File: config.mk
export PLATFORM = sky130hd
export DESIGN_NAME = subword_bridge
export DESIGN_NICKNAME = d
export VERILOG_FILES = /design/src/rtl/subword_bridge_pkg.sv /design/src/rtl/bridge_cfg.sv /design/src/rtl/bridge_screen.sv /design/src/rtl/bridge_lanes.sv /design/src/rtl/subword_bridge.sv
export SDC_FILE = /design/constraint.sdc
export NUM_CORES = 1
export LEC_CHECK = 0
export ABC_AREA = 1
export CAP_MARGIN = 40
export CORE_MARGIN = 3
export CORE_UTILIZATION = 52
export CTS_CLUSTER_SIZE = 10
export DETAILED_ROUTE_END_ITERATION = 8
export PLACE_DENSITY_LB_ADDON = 0.12
export SKIP_CTS_REPAIR_TIMING = 1
export SLEW_MARGIN = 10
export SYNTH_ARGS = -nofsm -noshare
export SYNTH_HDL_FRONTEND = slang
export SYNTH_SLANG_ARGS = --single-unit
File: constraint.sdc
create_clock -name clk -period 4.3 [get_ports clk]
set_clock_uncertainty 0.05 [all_clocks]
set_input_delay 0.86 -clock clk [delete_from_list [all_inputs] [get_ports clk]]
set_output_delay 0.86 -clock clk [all_outputs]
set_load 0.02 [all_outputs]
File: src/rtl/subword_bridge_pkg.sv
package subword_bridge_pkg;

  localparam int LANES = 4;
  localparam int LANE_W = 8;

  typedef enum logic [1:0] {
    SZ_BYTE = 2'd0,
    SZ_HALF = 2'd1,
    SZ_WORD = 2'd2,
    SZ_RSVD = 2'd3
  } acc_size_e;

  typedef enum logic [1:0] {
    VD_GO    = 2'd0,
    VD_NOSEL = 2'd1,
    VD_RANGE = 2'd2,
    VD_ALIGN = 2'd3
  } verdict_e;

  // number of lanes an access of this size covers (0 for reserved)
  function automatic logic [2:0] width_of(input logic [1:0] sz);
    case (sz)
      SZ_BYTE: return 3'd1;
      SZ_HALF: return 3'd2;
      SZ_WORD: return 3'd4;
      default: return 3'd0;
    endcase
  endfunction

  // lowest lane touched, from the absolute address low bits
  function automatic logic [1:0] first_lane(input logic [1:0] sz, input logic [1:0] low);
    case (sz)
      SZ_BYTE: return low;
      SZ_HALF: return {low[1], 1'b0};
      default: return 2'b00;
    endcase
  endfunction

  function automatic logic [LANES-1:0] lane_mask(input logic [1:0] sz, input logic [1:0] low);
    logic [2:0] w;
    logic [2:0] f;
    logic [LANES-1:0] m;
    w = width_of(sz);
    f = {1'b0, first_lane(sz, low)};
    m = '0;
    for (int k = 0; k < LANES; k++) begin
      if (3'(k) >= f && 3'(k) < f + w) m[k] = 1'b1;
    end
    return m;
  endfunction

  // external lane that holds processor byte position pos
  function automatic logic [1:0] lane_of_pos(input logic [1:0] sz, input logic [1:0] low,
                                             input logic swap, input logic [1:0] pos);
    logic [2:0] w;
    logic [1:0] rel;
    w = width_of(sz);
    rel = swap ? 2'(w - 3'd1 - {1'b0, pos}) : pos;
    return first_lane(sz, low) + rel;
  endfunction

  // processor byte position that feeds external lane ln
  function automatic logic [1:0] pos_of_lane(input logic [1:0] sz, input logic [1:0] low,
                                             input logic swap, input logic [1:0] ln);
    logic [2:0] w;
    logic [1:0] rel;
    w = width_of(sz);
    rel = ln - first_lane(sz, low);
    return swap ? 2'(w - 3'd1 - {1'b0, rel}) : rel;
  endfunction

  function automatic logic misaligned(input logic [1:0] sz, input logic [1:0] off_low);
    case (sz)
      SZ_HALF: return off_low[0];
      SZ_WORD: return |off_low;
      default: return 1'b0;
    endcase
  endfunction

endpackage

File: src/rtl/bridge_cfg.sv
module bridge_cfg #(
  parameter int ADDR_W = 32,
  parameter logic [ADDR_W-1:0] RST_BASE = '0,
  parameter logic [ADDR_W-1:0] RST_SIZE = '0,
  parameter logic RST_SWAP = 1'b0
) (
  input  logic              clk,
  input  logic              rst_n,
  input  logic              load,
  input  logic [ADDR_W-1:0] in_base,
  input  logic [ADDR_W-1:0] in_size,
  input  logic              in_dev_en,
  input  logic [2:0]        in_size_en,
  input  logic              in_swap,
  output logic [ADDR_W-1:0] cur_base,
  output logic [ADDR_W-1:0] cur_size,
  output logic              cur_dev_en,
  output logic [2:0]        cur_size_en,
  output logic              cur_swap
);

  always_ff @(posedge clk or negedge rst_n) begin
    if (!rst_n) begin
      cur_base    <= RST_BASE;
      cur_size    <= RST_SIZE;
      cur_dev_en  <= 1'b1;
      cur_size_en <= 3'b111;
      cur_swap    <= RST_SWAP;
    end else if (load) begin
      cur_base    <= in_base;
      cur_size    <= in_size;
      cur_dev_en  <= in_dev_en;
      cur_size_en <= in_size_en;
      cur_swap    <= in_swap;
    end
  end

endmodule

File: src/rtl/bridge_screen.sv
module bridge_screen
  import subword_bridge_pkg::*;
#(
  parameter int ADDR_W = 32
) (
  input  logic [ADDR_W-1:0] base,
  input  logic [ADDR_W-1:0] size,
  input  logic              dev_en,
  input  logic [2:0]        size_en,
  input  logic [1:0]        acc_size,
  input  logic [ADDR_W-1:0] offset,
  output verdict_e          verdict,
  output logic [ADDR_W-1:0] abs_addr
);

  logic size_allowed;
  logic claimed;
  logic outside;
  logic bad_align;

  always_comb begin
    case (acc_size)
      SZ_BYTE: size_allowed = size_en[0];
      SZ_HALF: size_allowed = size_en[1];
      SZ_WORD: size_allowed = size_en[2];
      default: size_allowed = 1'b0;
    endcase
  end

  assign claimed   = dev_en && (size != '0) && (|size_en) && size_allowed;
  assign outside   = (offset >= size);
  assign bad_align = misaligned(acc_size, offset[1:0]);
  assign abs_addr  = base + offset;

  always_comb begin
    if (!claimed)       verdict = VD_NOSEL;
    else if (outside)   verdict = VD_RANGE;
    else if (bad_align) verdict = VD_ALIGN;
    else                verdict = VD_GO;
  end

endmodule

File: src/rtl/bridge_lanes.sv
module bridge_lanes
  import subword_bridge_pkg::*;
(
  input  logic [1:0]              acc_size,
  input  logic [1:0]              low,
  input  logic                    swap,
  input  logic [LANES*LANE_W-1:0] proc_wdata,
  input  logic [LANES*LANE_W-1:0] ext_rdata,
  output logic [LANES-1:0]        mask,
  output logic [LANES*LANE_W-1:0] ext_wdata,
  output logic [LANES*LANE_W-1:0] proc_rdata
);

  assign mask = lane_mask(acc_size, low);

  for (genvar k = 0; k < LANES; k++) begin : g_lane
    logic [1:0] src_pos;
    logic [1:0] rd_lane;
    assign src_pos = pos_of_lane(acc_size, low, swap, 2'(k));
    assign rd_lane = lane_of_pos(acc_size, low, swap, 2'(k));
    assign ext_wdata[LANE_W*k +: LANE_W] =
      mask[k] ? proc_wdata[LANE_W*src_pos +: LANE_W] : '0;
    assign proc_rdata[LANE_W*k +: LANE_W] =
      (3'(k) < width_of(acc_size)) ? ext_rdata[LANE_W*rd_lane +: LANE_W] : '0;
  end

endmodule

File: src/rtl/subword_bridge.sv
module subword_bridge
  import subword_bridge_pkg::*;
#(
  parameter int ADDR_W = 32,
  parameter logic [ADDR_W-1:0] RST_BASE = '0,
  parameter logic [ADDR_W-1:0] RST_SIZE = '0,
  parameter logic RST_SWAP = 1'b0
) (
  input  logic              clk,
  input  logic              rst_n,
  input  logic              cfg_load,
  input  logic [ADDR_W-1:0] cfg_base,
  input  logic [ADDR_W-1:0] cfg_size,
  input  logic              cfg_dev_en,
  input  logic [2:0]        cfg_size_en,
  input  logic              cfg_swap,
  input  logic              req_valid,
  output logic              req_ready,
  input  logic              req_write,
  input  logic [1:0]        req_size,
  input  logic [ADDR_W-1:0] req_offset,
  input  logic [31:0]       req_wdata,
  output logic              rsp_valid,
  output logic [31:0]       rsp_rdata,
  output logic              ext_valid,
  output logic              ext_write,
  output logic [ADDR_W-1:0] ext_addr,
  output logic [3:0]        ext_mask,
  output logic [31:0]       ext_wdata,
  input  logic              ext_ack,
  input  logic [31:0]       ext_rdata,
  output logic              flag_nosel,
  output logic              flag_range,
  output logic              flag_align
);

  localparam int DW = LANES * LANE_W;

  typedef enum logic [1:0] {ST_IDLE, ST_EXT, ST_RSP} state_e;

  state_e            state;
  logic [ADDR_W-1:0] cur_base, cur_size;
  logic              cur_dev_en, cur_swap;
  logic [2:0]        cur_size_en;
  verdict_e          verdict;
  logic [ADDR_W-1:0] abs_addr;

  // transaction context captured at acceptance
  logic [1:0] t_size, t_low;
  logic       t_swap, t_write;

  // lane steering inputs: live request while idle, captured context otherwise
  logic [1:0]    st_size, st_low;
  logic          st_swap;
  logic [3:0]    st_mask;
  logic [DW-1:0] st_wdata, st_rdata;

  // named events for the checker
  logic accept_evt, go_evt, drop_evt, done_evt;

  bridge_cfg #(
    .ADDR_W(ADDR_W), .RST_BASE(RST_BASE), .RST_SIZE(RST_SIZE), .RST_SWAP(RST_SWAP)
  ) i_cfg (
    .clk(clk), .rst_n(rst_n), .load(cfg_load),
    .in_base(cfg_base), .in_size(cfg_size), .in_dev_en(cfg_dev_en),
    .in_size_en(cfg_size_en), .in_swap(cfg_swap),
    .cur_base(cur_base), .cur_size(cur_size), .cur_dev_en(cur_dev_en),
    .cur_size_en(cur_size_en), .cur_swap(cur_swap)
  );

  bridge_screen #(.ADDR_W(ADDR_W)) i_screen (
    .base(cur_base), .size(cur_size), .dev_en(cur_dev_en), .size_en(cur_size_en),
    .acc_size(req_size), .offset(req_offset), .verdict(verdict), .abs_addr(abs_addr)
  );

  assign st_size = (state == ST_IDLE) ? req_size      : t_size;
  assign st_low  = (state == ST_IDLE) ? abs_addr[1:0] : t_low;
  assign st_swap = (state == ST_IDLE) ? cur_swap      : t_swap;

  bridge_lanes i_lanes (
    .acc_size(st_size), .low(st_low), .swap(st_swap),
    .proc_wdata(req_wdata), .ext_rdata(ext_rdata),
    .mask(st_mask), .ext_wdata(st_wdata), .proc_rdata(st_rdata)
  );

  assign req_ready  = (state == ST_IDLE);
  assign accept_evt = req_valid && req_ready;
  assign go_evt     = accept_evt && (verdict == VD_GO);
  assign drop_evt   = accept_evt && (verdict != VD_GO);
  assign done_evt   = (state == ST_EXT) && ext_ack;

  always_ff @(posedge clk or negedge rst_n) begin
    if (!rst_n) begin
      state      <= ST_IDLE;
      t_size     <= 2'b00;
      t_low      <= 2'b00;
      t_swap     <= 1'b0;
      t_write    <= 1'b0;
      ext_valid  <= 1'b0;
      ext_write  <= 1'b0;
      ext_addr   <= '0;
      ext_mask   <= '0;
      ext_wdata  <= '0;
      rsp_valid  <= 1'b0;
      rsp_rdata  <= '0;
      flag_nosel <= 1'b0;
      flag_range <= 1'b0;
      flag_align <= 1'b0;
    end else begin
      rsp_valid  <= 1'b0;
      flag_nosel <= 1'b0;
      flag_range <= 1'b0;
      flag_align <= 1'b0;
      case (state)
        ST_IDLE: begin
          if (accept_evt) begin
            t_size  <= req_size;
            t_low   <= abs_addr[1:0];
            t_swap  <= cur_swap;
            t_write <= req_write;
            if (go_evt) begin
              ext_valid <= 1'b1;
              ext_write <= req_write;
              ext_addr  <= {abs_addr[ADDR_W-1:2], 2'b00};
              ext_mask  <= st_mask;
              ext_wdata <= req_write ? st_wdata : '0;
              state     <= ST_EXT;
            end else begin
              rsp_valid  <= 1'b1;
              rsp_rdata  <= '0;
              flag_nosel <= (verdict == VD_NOSEL);
              flag_range <= (verdict == VD_RANGE);
              flag_align <= (verdict == VD_ALIGN);
              state      <= ST_RSP;
            end
          end
        end
        ST_EXT: begin
          if (ext_ack) begin
            ext_valid <= 1'b0;
            rsp_valid <= 1'b1;
            rsp_rdata <= t_write ? '0 : st_rdata;
            state     <= ST_RSP;
          end
        end
        default: state <= ST_IDLE;
      endcase
    end
  end

endmodule

# == Word level (Yosys, flattened, before mapping) ==
# Cells that the tools add are included.
# classes
add_sub_neg,18
mul,0
n_div,0
magnitude_cmp,12
n_eq_ne,12
shift,8
mux,57
bitwise,0
reduce_logical,21
# ops
cell,n
32-bit by 6-bit indexed part select with 8-bit output,8
32-bit 2-to-1 mux,5
8-bit 2-to-1 mux,8
32-bit one-hot mux with 2 select lines,1
32-bit adder,1
32-bit >= comparator,1
2-bit 2-to-1 mux,16
32-bit nonzero test,1
1-bit 2-to-1 mux,20
"1-bit by 3-bit less-than comparator with 1-bit output, first input constant",4
"2-bit by 3-bit less-than comparator with 1-bit output, first input constant",4
3-bit one-hot mux with 3 select lines,1
2-bit adder,4
"2-bit by 1-bit == test with 1-bit output, second input constant",4
"2-bit == test, second input constant",4
1-bit logical AND,8
2-bit logical NOT,4
2-bit one-hot mux with 2 select lines,2
4-bit AND reduction,2
2-bit subtractor,4
1-bit one-hot mux with 2 select lines,3
"1-bit by 2-bit >= comparator with 1-bit output, first input constant",2
"2-bit by 1-bit != test with 1-bit output, second input constant",2
"2-bit != test, second input constant",2
other kinds (12),17
# word_totals
ff_bits,181
latchBits,0
mem_bits_rw,0
mem_bits_ro,0
in_bits,173
output_inout_bits,107
word_cells,148
n_memories,0

# == Logic depth before layout (Yosys ltp) ==
# Gate-level depths: netlist of the first run.
# depth
depth_word,13
ltp_mapped,21
mapped_depth_nobuf,20

# == Hierarchy ==
# A second synthesis of the first run with hierarchy kept.
# hier_totals
cells_unflattened,1928
hier_area_um2,12799.8
# modules_own_cells
mod,n_inst,cells_per_inst,area_each_um2,seq_area_each_um2
subword_bridge,1,566,4767.1,2802.7
bridge_screen,1,514,2934.1,0.0
bridge_cfg,1,292,2613.8,1731.7
bridge_lanes,1,556,2484.9,0.0

# == Worst setup path before layout of the first run ==
# No wires, ideal clock.
# synth_timing
path_kind,input -> register
from,in req_offset[0]
to,reg ext_wdata[11]
setup_time_ps,116
arrival_ps,3132
required_time_ps,4134
slack_ps,1001
stages,15
n_path_buf,0
cell_sequence,ha_1 fa_1 nand2_1 nand2_1 nand3_4 inv_2 fa_1 xnor2_1 inv_1 o21ai_0 inv_1 o21ai_0 nor2_1 nand2_1 nand2_1
# synth_via
elab_chain_len,9
word_cells_on_any_way,23
cone_classes,add/sub (4); order compare (3); shift (1); mux (10); reduce/logical (5)
# synth_rtl
element,line,source
from (decl),subword_bridge.sv:21,"input logic [ADDR_W-1:0] req_offset,"
32-bit adder (*),bridge_screen.sv:33,assign abs_addr = base + offset;
named net abs_addr[1],subword_bridge.sv:46,logic [ADDR_W-1:0] abs_addr;
2-bit 2-to-1 mux (*),subword_bridge.sv:77,assign st_low = (state == ST_IDLE) ? abs_addr[1:0] : t_low;
2-bit one-hot mux with 2 select lines (*),subword_bridge_pkg.sv:32,case (sz)
1-bit by 2-bit subtractor with 2-bit output or 2-bit by 3-bit adder with 3-bit output (tied branches),"subword_bridge_pkg.sv:68, subword_bridge_pkg.sv:47",
2-bit subtractor or 1-bit by 3-bit less-than comparator with 1-bit output (tied branches),"subword_bridge_pkg.sv:69, subword_bridge_pkg.sv:47",
2-bit 2-to-1 mux or 1-bit logical AND (tied branches),"subword_bridge_pkg.sv:69, subword_bridge_pkg.sv:47",
32-bit by 6-bit indexed part select with 8-bit output or 1-bit 2-to-1 mux (tied branches),"bridge_lanes.sv:22, subword_bridge_pkg.sv:47",
8-bit 2-to-1 mux (*),bridge_lanes.sv:22,mask[k] ? proc_wdata[LANE_W*src_pos +: LANE_W] : '0;
32-bit 2-to-1 mux (*),subword_bridge.sv:126,ext_wdata <= req_write ? st_wdata : '0;
to (signal assigned),subword_bridge.sv:126,
to (decl),subword_bridge.sv:29,"output logic [31:0] ext_wdata,"
# Mark *: on every way through the listed nets, which the timed path passes. The rest lies on a longest branch.
# A chain may end at the register's enable or synchronous reset.

# == Worst setup path after layout of the first run ==
# layout_timing
from,in req_size[0]
to,reg ext_wdata[14]
# layout_via
elab_chain_len,9
word_cells_on_any_way,30
cone_classes,add/sub (4); order compare (2); eq/ne (4); shift (1); mux (12); reduce/logical (7)
# layout_rtl
element,line,source
from (decl),subword_bridge.sv:20,"input logic [1:0] req_size,"
2-bit 2-to-1 mux,subword_bridge.sv:76,assign st_size = (state == ST_IDLE) ? req_size : t_size;
"2-bit == test, or another cell as far along",subword_bridge_pkg.sv:22,case (sz)
3-bit one-hot mux with 3 select lines or 2-bit one-hot mux with 2 select lines (tied branches),"subword_bridge_pkg.sv:22, subword_bridge_pkg.sv:32",
"2-bit by 1-bit subtractor with 2-bit output, or another cell as far along",subword_bridge_pkg.sv:69,"return swap ? 2'(w - 3'd1 - {1'b0, rel}) : rel;"
2-bit subtractor or 1-bit by 3-bit less-than comparator with 1-bit output (tied branches),"subword_bridge_pkg.sv:69, subword_bridge_pkg.sv:47",
2-bit 2-to-1 mux or 1-bit logical AND (tied branches),"subword_bridge_pkg.sv:69, subword_bridge_pkg.sv:47",
32-bit by 6-bit indexed part select with 8-bit output or 1-bit 2-to-1 mux (tied branches),"bridge_lanes.sv:22, subword_bridge_pkg.sv:47",
8-bit 2-to-1 mux,bridge_lanes.sv:22,
32-bit 2-to-1 mux,subword_bridge.sv:126,
# Parallel ways exist; a longest one is shown, timed or not.

==> results.toml, run 1 <==
[status]
status = "finished, final reports clean"

[logic_synthesis]
synth.mux.area_fraction_pct = 3.19
syn_avg_cell_area_um2 = 6.97
yosysWarnings = 0
netlist-cell-type-count = 42
synth.area.top_cells = "dfrtp_1 36%, nand2_1 18%, ha_1 7.9%"
synth_compound_area_share_pct = 8.10
synth_top_family_by_area = "simple AND/OR/NAND/NOR gates"
synth-xor-area-share_pct = 1.63
synth_seq_cells = 181
synthArstFlopShare_pct = 100
synth_cells = 1769
synthFlopType = "dfrtp_1"
synth_common_cells = "608 x nand2_1, 191 x nor2_1, 180 x nand3_1, 177 x dfrtp_1, 156 x inv_1"
synth_area_um2 = 12300
synthSimpleGateAreaFrac_pct = 34.7
yosysTopAreaCellShare_pct = 35.9
synth_area_leader_cell = "dfrtp_1"
post-synth-top-count-cell = "nand2_1"
synth-adder-area-share_pct = 8.23
synth-edff-count = 0
yosysSeqAreaShare_pct = 36.8

[detailed_routing]
via_count = 12500
wirelength_um = 37600
drt_iter0_drc = 925
drc = 0
drtAntennaViolNets = 0
wl_per_cell_um = 16.0
via_per_inst = 5.31
first_pass_iters = 5

[critical_path]
cp-startpoint = "req_size[0]"
cp.required_ns = 4.57
critPathMaxFanout = 8
cp-end-kind = "register"
cp-start-kind = "input pin"
crit_path_end = "ext_wdata[14]"
r2r-end = "ext_wdata[14]"
critPathKind = "input pin to register"
reg2regPathDepth = 18
timing.rr.start = "state[1]"
arrival_ns = 4.11
r2r_slack_ns = 0.92

[run]
drv_cap = 0

[placement]
hpwl_um = 28900
place_ws_ns = 0.0105
gp_congestion = 0.950
port_buffers = 277

[timing]
rsz0062_at_grt = "false"
slew_viol_final = 0
hold_viol = 0
fin_ws_ns = 0.463
min_period_ns = 3.84
worst_slew_pin_slew_ns = 0.805
fin_crit_sh_pct = 89.2
relSlewSlack_pct = 46.0
fmax_ghz = 0.261
setup_viol = 0
tns_ns = 0

[global_routing]
antenna_found_initial = 3
grt.overflow.total = 0
grt.total_usage_pct = 29.2
grt_max_degree = 93
grt_pass1_vias = 12400
grt_pass1_wl_um = 61100

[clock_network]
clkLatencyLatePin_ns = 0.44
numCtsBuffers = 17
ctsLongestPathBuffers = 2
clock-sinks = 181
h-tree-depth = 4
clkTransAtPathRegs_ns = 0.08
clock-root-buffer = "clkbuf_16"
cts_tree = "done"

[final_layout]
diodes = 0
syn_to_final_growth_pct = 29.9
drive_above_1_share_pct = 5.93
n_fill_cell = 2028
fin_nets = 2279

[die]
ios = 280
die_area_um2 = 25600
die_h_um = 160
chipWidth_um = 160
initial_core_util_pct = 53.7
num_rows = 55
core_area_um2 = 23000

[min_path]
hold_class = "input pin to async pin"

[pwr]
ir_worst_vdd_mv = 0.254
total_power_mw = 6.70
power_leakage_nw = 8.04
powerDensity_nw_per_um2 = 418
==> layer usage <==
metal / wire, µm / GRT usage [%]
met5: 40 / 0
met4: 1420 / 11.8
met3: 2490 / 5.53
met2: 18300 / 50.7
met1: 15400 / 35.7
==> power breakdown <==
part / switching [mW] / internal, mW / total [mW]
sequential: 0.179 / 2.00 / 2.18
combinational: 1.76 / 1.18 / 2.94
clock: 0.745 / 0.837 / 1.58
total: 2.69 / 4.02 / 6.70
==> registers in the layout, summed over array words and instances, names as in the netlist, 3 cells and up <==
signal / count
ext_wdata: 32
i_cfg.cur_base: 32
i_cfg.cur_size: 32
rsp_rdata: 32
ext_addr: 30
ext_mask: 4
i_cfg.cur_size_en: 3
==> critical path, cell delays in order <==
cell and delay [ns]:
clkdlybuf4s50_1 0.53, inv_1 0.11, nand2_1 0.08, o21ai_0 0.18
ha_1 0.26, inv_1 0.08, a21oi_1 0.06, nand3_2 0.11
inv_1 0.11, ha_1 0.28, fa_1 0.42, xnor2_1 0.20
inv_1 0.08, o21ai_0 0.21, inv_1 0.22, nand3_1 0.14
nor2_1 0.05, nand2_1 0.06, nand2_1 0.07
==> per-stage QoR <==
stage | area [µm²] | std cells | utilization [%] | hold slack, ns
global route | 16000 | 2352 | 69.7 | 0.370
finish | 16000 | 2352 | 69.7 | 0.332
detailed placement | 15400 | 2320 | 67.2 | 0.414
CTS | 16000 | 2352 | 69.7 | 0.363
floorplan | 12300 | 1770 | - | 0.398
global placement | 15400 | 2318 | 67.0 | 0.411
==> layout by cell type (no fill, tap or decap), types with 5 or more instances in the layout <==
master / count
a21oi_1: 58
buf_4: 20
clkbuf_16: 17
clkdlybuf4s50_1: 275
dfrtp_1: 177
ha_1: 78
inv_1: 156
mux2_2: 35
nand2_1: 608
nand2_2: 8
nand3_1: 180
nand3b_1: 5
nand4_1: 13
nor2_1: 191
nor3_1: 10
o21ai_0: 111
xnor2_1: 11
xor2_1: 12
==> worst min path at each step <==
stage | from | endpoint | cells past startpoint
finish | rst_n | ext_wdata[8] | 1
global route | rst_n | ext_wdata[8] | 1
CTS | rst_n | ext_wdata[8] | 1
detailed placement | ext_addr[25] | ext_addr[25] | 2
global placement | ext_wdata[16] | ext_wdata[16] | 2
floorplan | t_size[0] | t_size[0] | 2
==> kinds of logic after synthesis <==
logic type	Yosys count
flops	181
buf+inv	225
other cells	1
simple gates	1034
mux	35
xor+xnor	23
fa+ha+maj	80
compound gates	190
==> area by class of cell <==
type / count / area, µm² / area share [%]
timing repair buffer: 301 / 3010 / 18.8
sequential: 181 / 4530 / 28.3
tap: 313 / 392 / 2.44
clock inverter: 12 / 136 / 0.851
inverter: 161 / 604 / 3.77
multi-input combinational: 1364 / 6900 / 43.0
clock buffer: 20 / 447 / 2.79
(Power assumes the default switching activity.)
==> run 2, diff against run 1 <==
--- a/config.mk
+++ b/config.mk
@@ -6,7 +6,6 @@
 export NUM_CORES = 1
 export LEC_CHECK = 0
 export ABC_AREA = 1
-export CAP_MARGIN = 40
 export CORE_MARGIN = 3
 export CORE_UTILIZATION = 52
 export CTS_CLUSTER_SIZE = 10
==> results.toml, run 2 (synthesis gave the netlist of run 1 again) <==
[detailed_routing]
via_per_inst = 5.34
drt_iter0_drc = 937
via_count = 12500
wl_per_cell_um = 15.9
drc = 0
drtAntennaViolNets = 0
first_pass_iters = 8
wirelength_um = 37400

[final_layout]
design_area_um2 = 16000
syn_to_final_growth_pct = 29.6
diodes = 0
drive_above_1_share_pct = 5.80
utilization_pct = 69.6
final_cell_mix = "608 x nand2_1, 275 x clkdlybuf4s50_1, 191 x nor2_1"
fin_nets = 2277
final_common_cell = "nand2_1"
fin_cells = 2348

[timing]
hold_viol = 0
setup_viol = 0
rsz0062_at_grt = "false"
relSlewSlack_pct = 27.6
tns_ns = 0
fin_crit_sh_pct = 90.0
slew_viol_final = 0
worst_slew_pin_slew_ns = 1.08
fmax_ghz = 0.258
min_period_ns = 3.87

[global_routing]
grt.overflow.total = 0
met1_usage_pct = 35.8
gr-usage-met3_pct = 5.08
grt.total_usage_pct = 28.9
grt_pass1_wl_um = 60700
grt_pass1_vias = 12200
use_met2_pct = 51.5
grt-busiest-layer = "met2"
antenna_found_initial = 2
grt_max_degree = 104

[critical_path]
cp_slowest_cell = "clkdlybuf4s50_1"
crit_path_max_incr_delay_ns = 0.52
arrival_ns = 4.14
cp.depth = 19
r2r_slack_ns = 0.87
cp-end-kind = "register"
crit_top_cell = "inv_1"
path_cells = "clkdlybuf4s50_1 > inv_1 > nand2_1 > o21ai_0 > ha_1 > inv_1 > a21oi_1 > nand3_2 > inv_1 > ha_1 > fa_1 > xnor2_1 > inv_1 > o21ai_0 > inv_1 > nand3_1 > nor2_1 > nand2_1 > nand2_1"
cp.required_ns = 4.57
crit_path_end = "ext_wdata[14]"
cp-startpoint = "req_size[0]"
reg2regPathDepth = 18
cp-start-kind = "input pin"
timing.rr.start = "state[1]"
r2r-end = "ext_wdata[14]"
path_buf_inv = 6
critPathKind = "input pin to register"
crit_family = "buffers and inverters"
critPathMaxFanout = 8

[clock_network]
clock-sinks = 181
cts_tree = "done"
numCtsBuffers = 17
clkTransAtPathRegs_ns = 0.07
h-tree-depth = 4
ctsLongestPathBuffers = 2
clock-root-buffer = "clkbuf_16"
clkLatencyLatePin_ns = 0.44

[placement]
port_buffers = 277
place_area_um2 = 15400
hpwl_um = 28700
place_inst = 2318
gp_congestion = 0.950

[run]
drv_cap = 0

[pwr]
powerDensity_nw_per_um2 = 422
total_power_mw = 6.75
ir_worst_vdd_mv = 0.331
power_leakage_nw = 8.02

[die]
num_rows = 55
core_area_um2 = 23000
die_area_um2 = 25600
initial_core_util_pct = 53.7
chipWidth_um = 160
ios = 280
die_h_um = 160

[min_path]
hold_class = "input pin to async pin"

[status]
status = "finished, final reports clean"
[run 2: cell count changes in the layout (fill, tap and decap cells not counted), sizes merged]
cell | before | now
bufinv | 1 | 3
inv | 165 | 164
buf | 26 | 24
clkinv | 5 | 4
clkbuf | 20 | 18
[run 2: worst min-delay path by stage]
stage                              from            end  slack, ns  cells past startpoint
after floorplan               t_size[0]      t_size[0]       0.40                      2
after global placement    ext_wdata[16]  ext_wdata[16]       0.41                      2
after detailed placement  ext_wdata[19]  ext_wdata[19]       0.41                      2
after CTS                         rst_n   ext_wdata[8]       0.36                      1
after global routing              rst_n   ext_wdata[8]       0.37                      1
final                             rst_n   ext_wdata[1]       0.33                      1
[run 2: per-layer routing]
metal / routed length [µm] / up-vias / part of all wire [%]
li1: - / 6179 / -
met1: 15400 / 5826 / 41
met2: 18600 / 473 / 50
met3: 2400 / 67 / 6.4
met4: 981 / 4 / 2.6
met5: 31 / - / 0.083
[run 2: through the flow]
step                hold WS (ns)  setup WS [ns]
floorplan                  0.398           1.00
global placement           0.411          0.184
detailed placement         0.414         0.0128
CTS                        0.361          0.468
global route               0.370          0.154
finish                     0.334          0.429
[run 2: worst register-to-register path, stage by stage, from the launching register on]
cell and delay [ns]:
dfrtp_1 0.40, nor2_2 0.23, nand2_1 0.07, o21ai_0 0.19, inv_1 0.17, ha_1 0.27, inv_1 0.11, nand2_1 0.09
nand3_4 0.13, inv_2 0.07, fa_1 0.44, xnor2_1 0.21, inv_1 0.09, o21ai_0 0.23, inv_1 0.23, nand3_1 0.15
nor2_1 0.04, nand2_1 0.06, nand2_1 0.07
[run 2: power breakdown]
group          internal, mW  total, mW  switching, mW
Sequential             2.00       2.18          0.178
Clock                 0.922       1.64          0.715
Combinational          1.17       2.93           1.76
Total                  4.09       6.75           2.65
[run 2: area by class of cell]
cell class / instances / area, µm²
fillers: 2035 / 7000
clock buffers: 18 / 429
inverters: 161 / 604
repair buffers: 299 / 2960
well taps: 313 / 392
flip-flops and latches: 181 / 4530
multi-input cells: 1364 / 6900
clock inverters: 12 / 169
==> run 3, diff against run 2 <==
--- a/config.mk
+++ b/config.mk
@@ -6,11 +6,12 @@
 export NUM_CORES = 1
 export LEC_CHECK = 0
 export ABC_AREA = 1
-export CORE_MARGIN = 3
+export CORE_MARGIN = 2
 export CORE_UTILIZATION = 52
 export CTS_CLUSTER_SIZE = 10
 export DETAILED_ROUTE_END_ITERATION = 8
 export PLACE_DENSITY_LB_ADDON = 0.12
+export RECOVER_POWER = 25
 export SKIP_CTS_REPAIR_TIMING = 1
 export SLEW_MARGIN = 10
 export SYNTH_ARGS = -nofsm -noshare
==> results.toml, run 3 (synthesis gave the netlist of run 1 again) <==
[status]
status = "finished, violations left"
violations = "capacitance limit, slew limit"

[critical_path]
cp-end-kind = "register"
crit_path_max_incr_delay_ns = 0.51
critPathKind = "input pin to register"
timing.rr.start = "state[1]"
critPathMaxFanout = 8
cp-start-kind = "input pin"
reg2regPathDepth = 18
cp_slowest_cell = "clkdlybuf4s50_1"
cp.required_ns = 4.57
cp-startpoint = "req_size[0]"
path_cells = "clkdlybuf4s50_1 > inv_1 > nand2_1 > o21ai_0 > ha_1 > inv_1 > a21oi_1 > nand3_2 > inv_1 > ha_1 > fa_1 > xnor2_1 > inv_1 > o21ai_0 > inv_1 > nand3_1 > nor2_1 > nand2_1 > nand2_1"
arrival_ns = 4.04
crit_top_cell = "inv_1"

[global_routing]
grt.total_usage_pct = 29.7
grt_max_degree = 120
antenna_found_initial = 1
grt_pass1_vias = 11800
grt.overflow.total = 0
grt_pass1_wl_um = 58400

[detailed_routing]
wl_per_cell_um = 15.7
first_pass_iters = 6
drtAntennaViolNets = 0
wirelength_um = 37000
via_count = 12500
drt_iter0_drc = 846
drc = 0
via_per_inst = 5.29

[placement]
place_area_um2 = 15400
place_inst = 2323
gp_congestion = 0.944
hpwl_um = 28300
port_buffers = 277

[run]
drv_cap = 1

[final_layout]
utilization_pct = 68.3
diodes = 0
design_area_um2 = 16000
fin_nets = 2276
final_common_cell = "nand2_1"
final_cell_mix = "608 x nand2_1, 275 x clkdlybuf4s50_1, 191 x nor2_1"
n_fill_cell = 2119
fin_cells = 2355
syn_to_final_growth_pct = 29.6
drive_above_1_share_pct = 5.84

[die]
num_rows = 56
ios = 280
die_h_um = 158
die_area_um2 = 25000
initial_core_util_pct = 52.7
core_area_um2 = 23400
chipWidth_um = 158

[timing]
worst_slew_pin_slew_ns = 3.09
fmax_ghz = 0.265
hold_viol = 0
min_period_ns = 3.77
fin_crit_sh_pct = 87.6
relSlewSlack_pct = -106
rsz0062_at_grt = "false"
slew_viol_final = 66
tns_ns = 0
setup_viol = 0

[clock_network]
clkLatencyLatePin_ns = 0.45
h-tree-depth = 4
cts_tree = "done"
clock-root-buffer = "clkbuf_16"
ctsLongestPathBuffers = 2
numCtsBuffers = 17
clock-sinks = 181
clkTransAtPathRegs_ns = 0.07

[pwr]
ir_worst_vdd_mv = 0.320
powerDensity_nw_per_um2 = 420
total_power_mw = 6.72
power_leakage_nw = 8.03

[min_path]
hold_class = "register to register"
min_path_cells = 2
hp-start = "ext_wdata[19]"
-- run 3: area by class of cell --
| type | instances | area (µm²) | area share, % |
|---|---|---|---|
| clock inverter | 14 | 164 | 1.03 |
| tap | 319 | 399 | 2.50 |
| timing repair buffer | 298 | 2950 | 18.4 |
| inverter | 161 | 604 | 3.78 |
| clock buffer | 18 | 439 | 2.75 |
| multi-input combinational | 1364 | 6900 | 43.1 |
| sequential | 181 | 4530 | 28.4 |
-- run 3: critical path, delay by kind of cell --
kind	cells	cell delay, ns
simple gates	6	0.49
buf+inv	6	1.10
compound gates	3	0.44
fa+ha+maj	3	0.93
xor+xnor	1	0.21
-- run 3: path summary, 6_finish.rpt --
check	endpoint	slack (ns)
max	ext_wdata[14]	0.53
min	ext_wdata[19]	0.43
max reg2reg	ext_wdata[5]	0.92
min reg2reg	ext_wdata[19]	0.43
max in group asynchronous	i_cfg.cur_size[10]	0.92
min in group asynchronous	ext_wdata[23]	1.53
-- run 3: report_power, final --
part           internal [mW]  switching, mW  total (mW)
clock                  0.845          0.760        1.61
sequential              2.00          0.185        2.19
combinational           1.17           1.76        2.93
total                   4.01           2.70        6.72
-- run 3: per-stage QoR --
step | worst slack (ns) | hold slack [ns]
floorplan | 1.00 | 0.398
CTS | 0.527 | 0.385
global placement | 0.197 | 0.411
finish | 0.532 | 0.430
global route | 0.221 | 0.453
detailed placement | 0.0725 | 0.415
-- run 3: metal layers --
metal  up-vias  wire length (µm)  GRT usage (%)
met4         2              1090           10.0
met1      5760             15300           37.4
met3        77              2210           4.52
met2       443             18400           52.0
li1       6181                 -              -
met5         -                11              0
